$ cat config.mk
export PLATFORM = sky130hd
export DESIGN_NAME = trap_entry_unit
export DESIGN_NICKNAME = d
export VERILOG_FILES = /design/src/rtl/trap_pkg.sv /design/src/rtl/trap_target_sel.sv /design/src/rtl/trap_vector_calc.sv /design/src/rtl/trap_csr_bank.sv /design/src/rtl/trap_entry_unit.sv
export SDC_FILE = /design/constraint.sdc
export NUM_CORES = 1
export LEC_CHECK = 0
export BUFFER_PORTS_ARGS = -buffer_cell sky130_fd_sc_hd__clkbuf_2
export CAP_MARGIN = 20
export CORE_AREA = 2 2 273 275
export CTS_CLUSTER_SIZE = 14
export DETAILED_ROUTE_END_ITERATION = 8
export DIE_AREA = 0 0 275 277
export HOLD_SLACK_MARGIN = 0.05
export SLEW_MARGIN = 20
export SYNTH_ARGS = -nofsm -noshare
export SYNTH_HDL_FRONTEND = slang
export SYNTH_SLANG_ARGS = --single-unit
$ cat constraint.sdc
create_clock -name clk -period 7.2 [get_ports clk]
set_clock_uncertainty 0.15 [all_clocks]
set_input_delay 0.72 -clock clk [delete_from_list [all_inputs] [get_ports clk]]
set_output_delay 0.72 -clock clk [all_outputs]
set_load 0.01 [all_outputs]
$ cat src/rtl/trap_pkg.sv
package trap_pkg;

    typedef enum logic [1:0] {
        PRIV_U = 2'd0,
        PRIV_S = 2'd1,
        PRIV_M = 2'd3
    } priv_e;

    typedef enum logic [1:0] {
        TC_EXC  = 2'd0,
        TC_IRQ  = 2'd1,
        TC_NMI  = 2'd2,
        TC_RSVD = 2'd3
    } trap_class_e;

    localparam int STAT_W  = 18;
    localparam int NUM_LVL = 3;
    localparam int LVL_W   = 2;

    // Status word, bit positions fixed because neighbouring logic decodes them.
    typedef struct packed {
        logic       mprv;     // 17
        logic [3:0] rsv_hi;   // 16:13
        logic [1:0] mpp;      // 12:11
        logic [1:0] rsv_mid;  // 10:9
        logic       spp;      // 8
        logic       mpie;     // 7
        logic       rsv_b6;   // 6
        logic       spie;     // 5
        logic       upie;     // 4
        logic       mie;      // 3
        logic       rsv_b2;   // 2
        logic       sie;      // 1
        logic       uie;      // 0
    } status_t;

    function automatic logic class_is_irq(trap_class_e c);
        return c != TC_EXC;
    endfunction

    function automatic logic [LVL_W-1:0] lvl_of(priv_e p);
        logic [LVL_W-1:0] l;
        case (p)
            PRIV_M:  l = LVL_W'(2);
            PRIV_S:  l = LVL_W'(1);
            default: l = LVL_W'(0);
        endcase
        return l;
    endfunction

    function automatic status_t enter_status(status_t s, priv_e tgt, priv_e prev);
        status_t r;
        r = s;
        case (tgt)
            PRIV_M: begin
                r.mpp  = prev;
                r.mpie = s.mie;
                r.mie  = 1'b0;
            end
            PRIV_S: begin
                r.spp  = prev[0];
                r.spie = s.sie;
                r.sie  = 1'b0;
            end
            default: begin
                r.upie = s.uie;
                r.uie  = 1'b0;
            end
        endcase
        return r;
    endfunction

endpackage

$ cat src/rtl/trap_target_sel.sv
module trap_target_sel
    import trap_pkg::*;
#(
    parameter int XLEN = 32,
    localparam int CODE_W = $clog2(XLEN)
) (
    input  trap_class_e       cls,
    input  logic [CODE_W-1:0] code,
    input  priv_e             cur,
    input  logic [XLEN-1:0]   m_ideleg,
    input  logic [XLEN-1:0]   m_edeleg,
    input  logic [XLEN-1:0]   s_ideleg,
    input  logic [XLEN-1:0]   s_edeleg,
    output priv_e             tgt
);
    logic            irq;
    logic [XLEN-1:0] m_mask;
    logic [XLEN-1:0] s_mask;
    logic            to_s;
    logic            to_u;

    always_comb begin
        irq    = class_is_irq(cls);
        m_mask = irq ? m_ideleg : m_edeleg;
        s_mask = irq ? s_ideleg : s_edeleg;
        // first stage: out of M into S, never from M itself
        to_s   = (cur != PRIV_M) && m_mask[code];
        // second stage: only from U and only after the first stage fired
        to_u   = to_s && (cur == PRIV_U) && s_mask[code];
        if (cls == TC_NMI)
            tgt = PRIV_M;
        else if (to_u)
            tgt = PRIV_U;
        else if (to_s)
            tgt = PRIV_S;
        else
            tgt = PRIV_M;
    end
endmodule

$ cat src/rtl/trap_vector_calc.sv
module trap_vector_calc
    import trap_pkg::*;
#(
    parameter int XLEN        = 32,
    parameter bit VECTORED_EN = 1'b1,
    localparam int CODE_W = $clog2(XLEN)
) (
    input  priv_e             tgt,
    input  logic              is_nmi,
    input  logic              is_irq,
    input  logic [CODE_W-1:0] code,
    input  logic [XLEN-1:0]   m_tvec,
    input  logic [XLEN-1:0]   s_tvec,
    input  logic [XLEN-1:0]   u_tvec,
    input  logic [XLEN-1:0]   nmi_tvec,
    output logic [XLEN-1:0]   handler
);
    logic [XLEN-1:0] vec;
    logic [XLEN-1:0] base;
    logic [XLEN-1:0] offset;

    always_comb begin
        case (tgt)
            PRIV_M:  vec = is_nmi ? nmi_tvec : m_tvec;
            PRIV_S:  vec = s_tvec;
            default: vec = u_tvec;
        endcase
        base = {vec[XLEN-1:2], 2'b00};
    end

    generate
        if (VECTORED_EN) begin : g_vec
            always_comb begin
                if (is_irq && (vec[1:0] == 2'b01))
                    offset = XLEN'({code, 2'b00});
                else
                    offset = '0;
            end
        end else begin : g_direct
            always_comb offset = '0;
        end
    endgenerate

    assign handler = base + offset;
endmodule

$ cat src/rtl/trap_csr_bank.sv
module trap_csr_bank
    import trap_pkg::*;
#(
    parameter int XLEN = 32
) (
    input  logic                             clk,
    input  logic                             rst,
    input  logic                             wr_en,
    input  logic [LVL_W-1:0]                 wr_lvl,
    input  logic [XLEN-1:0]                  cause_in,
    input  logic [XLEN-1:0]                  epc_in,
    input  logic [XLEN-1:0]                  tval_in,
    output logic [NUM_LVL-1:0][XLEN-1:0]     cause_q,
    output logic [NUM_LVL-1:0][XLEN-1:0]     epc_q,
    output logic [NUM_LVL-1:0][XLEN-1:0]     tval_q
);
    generate
        for (genvar i = 0; i < NUM_LVL; i++) begin : g_lvl
            logic hit;
            assign hit = wr_en && (wr_lvl == LVL_W'(i));
            always_ff @(posedge clk) begin
                if (rst) begin
                    cause_q[i] <= '0;
                    epc_q[i]   <= '0;
                    tval_q[i]  <= '0;
                end else if (hit) begin
                    cause_q[i] <= cause_in;
                    epc_q[i]   <= epc_in;
                    tval_q[i]  <= tval_in;
                end
            end
        end
    endgenerate
endmodule

$ cat src/rtl/trap_entry_unit.sv
module trap_entry_unit
    import trap_pkg::*;
#(
    parameter int              XLEN        = 32,
    parameter logic [XLEN-1:0] RESET_VEC   = 'h1000,
    parameter bit              VECTORED_EN = 1'b1,
    localparam int CODE_W = $clog2(XLEN)
) (
    input  logic              clk,
    input  logic              rst,
    input  logic              trap_valid,
    input  logic [1:0]        trap_class,
    input  logic [CODE_W-1:0] trap_code,
    input  logic [1:0]        cur_priv,
    input  logic [XLEN-1:0]   cur_pc,
    input  logic [XLEN-1:0]   trap_value,
    input  logic [STAT_W-1:0] cur_status,
    input  logic [XLEN-1:0]   m_ideleg,
    input  logic [XLEN-1:0]   m_edeleg,
    input  logic [XLEN-1:0]   s_ideleg,
    input  logic [XLEN-1:0]   s_edeleg,
    input  logic [XLEN-1:0]   m_tvec,
    input  logic [XLEN-1:0]   s_tvec,
    input  logic [XLEN-1:0]   u_tvec,
    input  logic [XLEN-1:0]   nmi_tvec,
    output logic [1:0]        priv_q,
    output logic [STAT_W-1:0] status_q,
    output logic              nmi_en_q,
    output logic [XLEN-1:0]   m_cause,
    output logic [XLEN-1:0]   m_epc,
    output logic [XLEN-1:0]   m_tval,
    output logic [XLEN-1:0]   s_cause,
    output logic [XLEN-1:0]   s_epc,
    output logic [XLEN-1:0]   s_tval,
    output logic [XLEN-1:0]   u_cause,
    output logic [XLEN-1:0]   u_epc,
    output logic [XLEN-1:0]   u_tval,
    output logic              redirect_valid,
    output logic [XLEN-1:0]   redirect_pc,
    output logic              resv_clear
);
    localparam int PAD_W = XLEN - 1 - CODE_W;

    trap_class_e      cls;
    priv_e            cur;
    priv_e            tgt;
    logic             is_nmi;
    logic             is_irq;
    logic [XLEN-1:0]  handler;
    logic [XLEN-1:0]  cause_val;
    logic [LVL_W-1:0] tgt_lvl;
    status_t          status_next;

    logic [NUM_LVL-1:0][XLEN-1:0] bank_cause;
    logic [NUM_LVL-1:0][XLEN-1:0] bank_epc;
    logic [NUM_LVL-1:0][XLEN-1:0] bank_tval;

    assign cls    = trap_class_e'(trap_class);
    assign cur    = priv_e'(cur_priv);
    assign is_nmi = (cls == TC_NMI);
    assign is_irq = class_is_irq(cls);

    trap_target_sel #(.XLEN(XLEN)) i_sel (
        .cls      (cls),
        .code     (trap_code),
        .cur      (cur),
        .m_ideleg (m_ideleg),
        .m_edeleg (m_edeleg),
        .s_ideleg (s_ideleg),
        .s_edeleg (s_edeleg),
        .tgt      (tgt)
    );

    trap_vector_calc #(.XLEN(XLEN), .VECTORED_EN(VECTORED_EN)) i_vec (
        .tgt      (tgt),
        .is_nmi   (is_nmi),
        .is_irq   (is_irq),
        .code     (trap_code),
        .m_tvec   (m_tvec),
        .s_tvec   (s_tvec),
        .u_tvec   (u_tvec),
        .nmi_tvec (nmi_tvec),
        .handler  (handler)
    );

    assign cause_val   = {is_irq, {PAD_W{1'b0}}, trap_code};
    assign tgt_lvl     = lvl_of(tgt);
    assign status_next = enter_status(status_t'(cur_status), tgt, cur);

    trap_csr_bank #(.XLEN(XLEN)) i_bank (
        .clk      (clk),
        .rst      (rst),
        .wr_en    (trap_valid),
        .wr_lvl   (tgt_lvl),
        .cause_in (cause_val),
        .epc_in   (cur_pc),
        .tval_in  (trap_value),
        .cause_q  (bank_cause),
        .epc_q    (bank_epc),
        .tval_q   (bank_tval)
    );

    always_ff @(posedge clk) begin
        if (rst) begin
            priv_q         <= PRIV_M;
            status_q       <= '0;
            nmi_en_q       <= 1'b1;
            redirect_valid <= 1'b0;
            resv_clear     <= 1'b0;
            redirect_pc    <= RESET_VEC;
        end else begin
            redirect_valid <= trap_valid;
            resv_clear     <= trap_valid;
            if (trap_valid) begin
                priv_q      <= tgt;
                status_q    <= status_next;
                redirect_pc <= handler;
                if (is_nmi)
                    nmi_en_q <= 1'b0;
            end
        end
    end

    assign m_cause = bank_cause[2];
    assign m_epc   = bank_epc[2];
    assign m_tval  = bank_tval[2];
    assign s_cause = bank_cause[1];
    assign s_epc   = bank_epc[1];
    assign s_tval  = bank_tval[1];
    assign u_cause = bank_cause[0];
    assign u_epc   = bank_epc[0];
    assign u_tval  = bank_tval[0];
endmodule

* Word level (Yosys, flattened, before mapping)
Cells that the tools add are included.
Storage, ports and cells: word-level logic and storage cells 56, output and inout bits 343, bits in registers 264
Operators by class: mux-type cells 21, reductions and logical operators 12, magnitude comparators 1, $add $sub $neg 1, equality and inequality tests 7
Operators with widths (count):
- 32-bit 2-to-1 mux | 3
- 32-bit one-hot mux with 2 select lines | 1
- 32-bit by 7-bit adder with 32-bit output | 1
- 1-bit binary-select mux with 5-bit select | 2
- 1-bit 2-to-1 mux | 9
- 2-bit 2-to-1 mux | 4
- 1-bit logical AND | 7
- 7-bit 2-to-1 mux | 1
- 2-bit by 1-bit equality test with 1-bit output (second input constant) | 3
- 2-bit equality test (second input constant) | 3
- 5-bit by 6-bit < comparator with 1-bit output (second input constant) | 1
- 2-bit logical NOT | 2
- 2-bit one-hot mux with 2 select lines | 1
- 2-bit inequality test (second input constant) | 1
- 2-bit AND reduction | 1
- 2-bit nonzero test | 1
- 2-bit OR reduction | 1

* Logic depth before layout (Yosys ltp)
depth after elaboration 15, depth in mapped cells 31

* Hierarchy
From an unflattened synthesis, not the netlist that was laid out.
Unflattened totals: cell total of the unflattened synthesis 1697, area total of the unflattened synthesis 16816.1 um^2
By module, submodules not included:
- trap_csr_bank | instances 1, cells an instance 1041, area each 11511.0 um^2
- trap_entry_unit | instances 1, cells an instance 197, area each 2065.7 um^2
- trap_vector_calc | instances 1, cells an instance 275, area each 1931.9 um^2
- trap_target_sel | instances 1, cells an instance 184, area each 1307.5 um^2

* Worst setup path after synthesis
No wires, ideal clock.
kind input -> register, start input port trap_class[0], end register redirect_pc[28], arrival 6452 ps, slack 536 ps, stages on the path 30, library setup time 62 ps, data required time 6988 ps, path through buf_2 -> or2_1 -> buf_6 -> buf_6 -> buf_6 -> buf_6 -> mux2i_1 -> a2111oi_0 -> a22oi_1 -> o2111ai_1 -> and2_4 -> buf_6 -> buf_6 -> clkbuf_1 -> clkbuf_1 -> a311oi_1 -> a311oi_1 -> and2_1 -> ha_1 -> fa_1 -> a21o_1 -> a21oi_1 -> inv_1 -> a21oi_1 -> a311oi_4 -> o211ai_4 -> or4b_1 -> buf_2 -> or4_1 -> nand3_1
On the way: longest elaborated chain between the ends 15, elaborated cells on any way between the ends 22, classes of those cells 1 x add/sub; 4 x eq/ne; 12 x mux; 5 x reduce/logical
RTL lines:
- from (decl) | line trap_entry_unit.sv:12 | input logic [1:0] trap_class,
- 2-bit nonzero test | line trap_pkg.sv:38 | return c != TC_EXC;
- 32-bit 2-to-1 mux | line trap_target_sel.sv:24 | m_mask = irq ? m_ideleg : m_edeleg;
- 1-bit binary-select mux with 5-bit select | line trap_target_sel.sv:27 | to_s = (cur != PRIV_M) && m_mask[code];
- 1-bit 2-to-1 mux (implied by the code) | line trap_target_sel.sv:27
- 1-bit logical AND | line trap_target_sel.sv:27
- 1-bit logical AND (2 in series) | line trap_target_sel.sv:29 | to_u = to_s && (cur == PRIV_U) && s_mask[code];
- 2-bit 2-to-1 mux | line trap_target_sel.sv:32 | else if (to_u)
- 2-bit 2-to-1 mux | line trap_target_sel.sv:30 | if (cls == TC_NMI)
- 2-bit by 1-bit equality test with 1-bit output or 2-bit equality test (tied branches) | line trap_vector_calc.sv:23 | case (tgt)
- 32-bit one-hot mux with 2 select lines | line trap_vector_calc.sv:23
- 2-bit by 1-bit equality test with 1-bit output | line trap_vector_calc.sv:34 | if (is_irq && (vec[1:0] == 2'b01))
- 1-bit logical AND | line trap_vector_calc.sv:34
- 7-bit 2-to-1 mux | line trap_vector_calc.sv:34
- 32-bit by 7-bit adder with 32-bit output * | line trap_vector_calc.sv:44 | assign handler = base + offset;
- to (signal assigned) | line trap_entry_unit.sv:117 | redirect_pc <= handler;
- to (decl) | line trap_entry_unit.sv:39 | output logic [XLEN-1:0] redirect_pc,
Every way passes the cells marked *; elsewhere a longest branch is shown, timed or not. The select of a mux whose other input is x is not followed. A chain may end at the register's enable or synchronous reset.

* Worst setup path after layout
Same ends and word-level chain as after synthesis.

==> run metrics <==
Final #Nets 2633; leakage 7.89 nW; crit path kind input port to flop; final hold viol count 0; #FFs+latches synth 262; # IOs 693; reg2reg start redirect_pc[29]$_SDFFE_PP0P_; Worst setup startpoint trap_class[0]; min-delay worst type input port to flop; Slew Viols, Final 0; Core Area 0.0736 mm²; fmax 0.156 GHz; initial antenna violation count 2; Die X 275 µm; Finished Layout Cells 3271; drt drc 0; # diodes 0; htree depth 2; Cell variety after synth 73; Post-DRT Antenna Nets 0; Final Instance Area 0.0179 mm²; min Tclk post-route 6.39 ns; routed via count 14.2k; post-DR vias/cell 4.35; vias in the first global route 13.6k; CTS Buf Count 34; GP Congestion 0.918; outcome finished, final reports clean; Inst Count DP 3210; Ys Warns 0; Mapped Area 0.0130 mm²; sum of negative setup slack 0 ns; clk buf depth 3; clk slew on worst S/H paths 0.06 ns; share of layout cells above drive strength 1 0.319; first-pass GRT wire length 86700 µm; Syn Inst Count 1727; predominant post-synthesis flop cell dfxtp_1; Slew @ Worst Pin 1.03 ns; Area contributors post-synth dfxtp_1 (40%), nand2_1 (16%), a21oi_1 (8.7%); iteration-0 DRC count of the detailed router 968; IR drop worst, VDD 0.184 mV; Clk Tree Root Cell clkbuf_16; Final Setup Violations 0; R2R depth 2; drt pass-1 iters 5; Worst Path Required 7.52 ns; Port Buffers 612; syn avg cell area 7.52 µm²; Hold Buf Count CTS 0; fin crit share 0.888; Final HPWL DP 46500 µm; Initial Util 0.177; Die H 277 µm; crit end category flop; crit path to redirect_pc[28]$_SDFFE_PP0P_; CTS Sinks 262; total track usage 0.150; WL final 60500 µm; placed cell areas 0.0168 mm²; Worst slew margin 0.312; Die ar. 0.0762 mm²; Setup Fix Bufs, Post-CTS 0; asr flop ratio synth 0; worst reg-to-reg setup slack 6.04 ns; DR WL/cell 18.5 µm; r2r endpoint redirect_pc[29]$_SDFFE_PP0P_; gr ovfl total 0; dominant cell type by area after synthesis dfxtp_1; post-CTS sizing 0; worst-path maximum fanout 31; worst-skew pair later-pin latency 0.52 ns; Synth top area share 0.404; pwr dens 235 mW/mm²; RSZ-0062 raised after global routing false; Seq/Total Area, Yosys 0.404; Worst setup SP type input port; largest net degree at the start of global routing 182; Area Growth Syn to Fin 37.6%; FP Rows 100; TritonCTS clock tree done; CP arrival 6.71 ns; EDFF count, synth 0; max_cap viols 0
-- sequential cells by signal, summed over array words and instances (netlist names) --
signal and cells:
priv_q 2, i_bank.epc_q 96, status_q 18, i_bank.tval_q 96, redirect_pc 30, i_bank.cause_q 18
nmi_en_q 1, resv_clear 1
-- how the worst min path moves through the flow --
stage | end | cells past startpoint | from
detailed placement | i_bank.epc_q[47]$_SDFFE_PP0P_ | 2 | i_bank.epc_q[47]$_SDFFE_PP0P_
finish | status_q[13]$_SDFFE_PP0P_ | 3 | cur_status[13]
global route | i_bank.tval_q[11]$_SDFFE_PP0P_ | 3 | trap_value[11]
floorplan | status_q[0]$_SDFFE_PP0P_ | 2 | status_q[0]$_SDFFE_PP0P_
global placement | nmi_en_q$_SDFFE_PP1P_ | 1 | nmi_en_q$_SDFFE_PP1P_
CTS | status_q[13]$_SDFFE_PP0P_ | 3 | cur_status[13]
-- metrics by stage --
step                       util  power, mW  setup WS [ns]  hold slack, ns
final                     0.243       4.21          0.806           0.265
after global routing      0.243       4.42          0.519           0.261
after CTS                 0.243       4.27          0.951           0.227
after detailed placement  0.228       2.54          0.374           0.296
after global placement    0.228       2.54          0.451           0.288
after floorplan               -       2.14          0.536           0.326
-- metal layers --
layer | up-vias | wire length [µm] | global-route usage
met5 | - | 0 | 0
met4 | 0 | 2320 | 0.0628
met3 | 109 | 4920 | 0.0358
met2 | 690 | 28400 | 0.252
met1 | 6588 | 24800 | 0.181
li1 | 6842 | - | -
-- critical path, stage by stage --
cell and delay, ns:
clkbuf_2 0.33, or2_2 0.61, buf_12 0.28, mux2i_1 0.20
a32oi_1 0.07, and3_1 0.18, or4_4 0.63, and2_4 0.24
a311oi_1 0.49, and2_1 0.21, ha_1 0.18, fa_1 0.23
a21o_1 0.14, a21oi_1 0.09, inv_1 0.07, a21oi_1 0.10
a311oi_4 0.40, o211ai_4 0.18, or4b_1 0.68, or4_1 0.56
nand3_1 0.07
-- layout by cell type, fill, tap and decap left out, drive strengths merged, types with 6 or more instances in the layout --
master / count
a211oi: 36
xor2: 9
inv: 12
nor3: 13
and2: 18
xnor2: 7
nand3: 45
a311oi: 18
a221oi: 7
clkbuf: 656
o21ai: 26
nor4: 9
dfxtp: 262
conb: 80
nand2b: 7
clkinv: 6
nor2: 70
a31oi: 22
nand2: 553
a21oi: 226
buf: 36
nor3b: 19
and3: 15
mux2i: 49
nand4: 6
a32oi: 9
-- cell families (layout without fill, tap and decap cells) --
family | count (synthesis) | after routing | synth area share
buf+inv | 217 | 713 | 0.0939
simple gates | 786 | 786 | 0.261
xor+xnor | 16 | 16 | 0.0108
compound gates | 388 | 388 | 0.185
mux | 51 | 51 | 0.0395
flops | 262 | 262 | 0.404
fa+ha+maj | 6 | 6 | 0.00636
other cells | 1 | 80 | 0.000289
-- power breakdown --
| group | total (mW) | switching [mW] | internal (mW) |
|---|---|---|---|
| Sequential | 1.59 | 0.0485 | 1.54 |
| Clock | 1.70 | 0.700 | 0.999 |
| Combinational | 0.920 | 0.595 | 0.324 |
| Total | 4.21 | 1.34 | 2.86 |
-- layout make-up --
cell class,instances,area (µm²)
Clock inverter,16,173
Multi-Input combinational cell,1327,6900
Tap cell,969,1210
Timing Repair Buffer,647,3400
Fill cell,8262,55700
Clock buffer,45,932
Inverter,5,18.8
Sequential cell,262,5250
-- synth_stat cells, types with 4 or more instances --
master	count
a32oi_1	9
a21oi_1	226
nand2_1	553
inv_1	5
nor3b_1	19
a311oi_1	17
o21ai_0	24
dfxtp_1	262
buf_2	24
and3_1	15
buf_1	5
a21o_1	4
buf_4	82
a211oi_1	36
nand2b_1	7
a31o_2	4
buf_6	9
a31oi_1	19
xor2_1	9
nand4_1	5
a221oi_1	7
and2_1	17
a2111oi_0	4
clkbuf_1	92
nor3_1	13
or3_1	4
nor4_1	7
mux2i_1	49
ha_1	5
nor2b_1	5
nand3b_1	4
xnor2_1	7
nand3_1	44
nor2_1	70
Power figures use the tool's default switching activity.
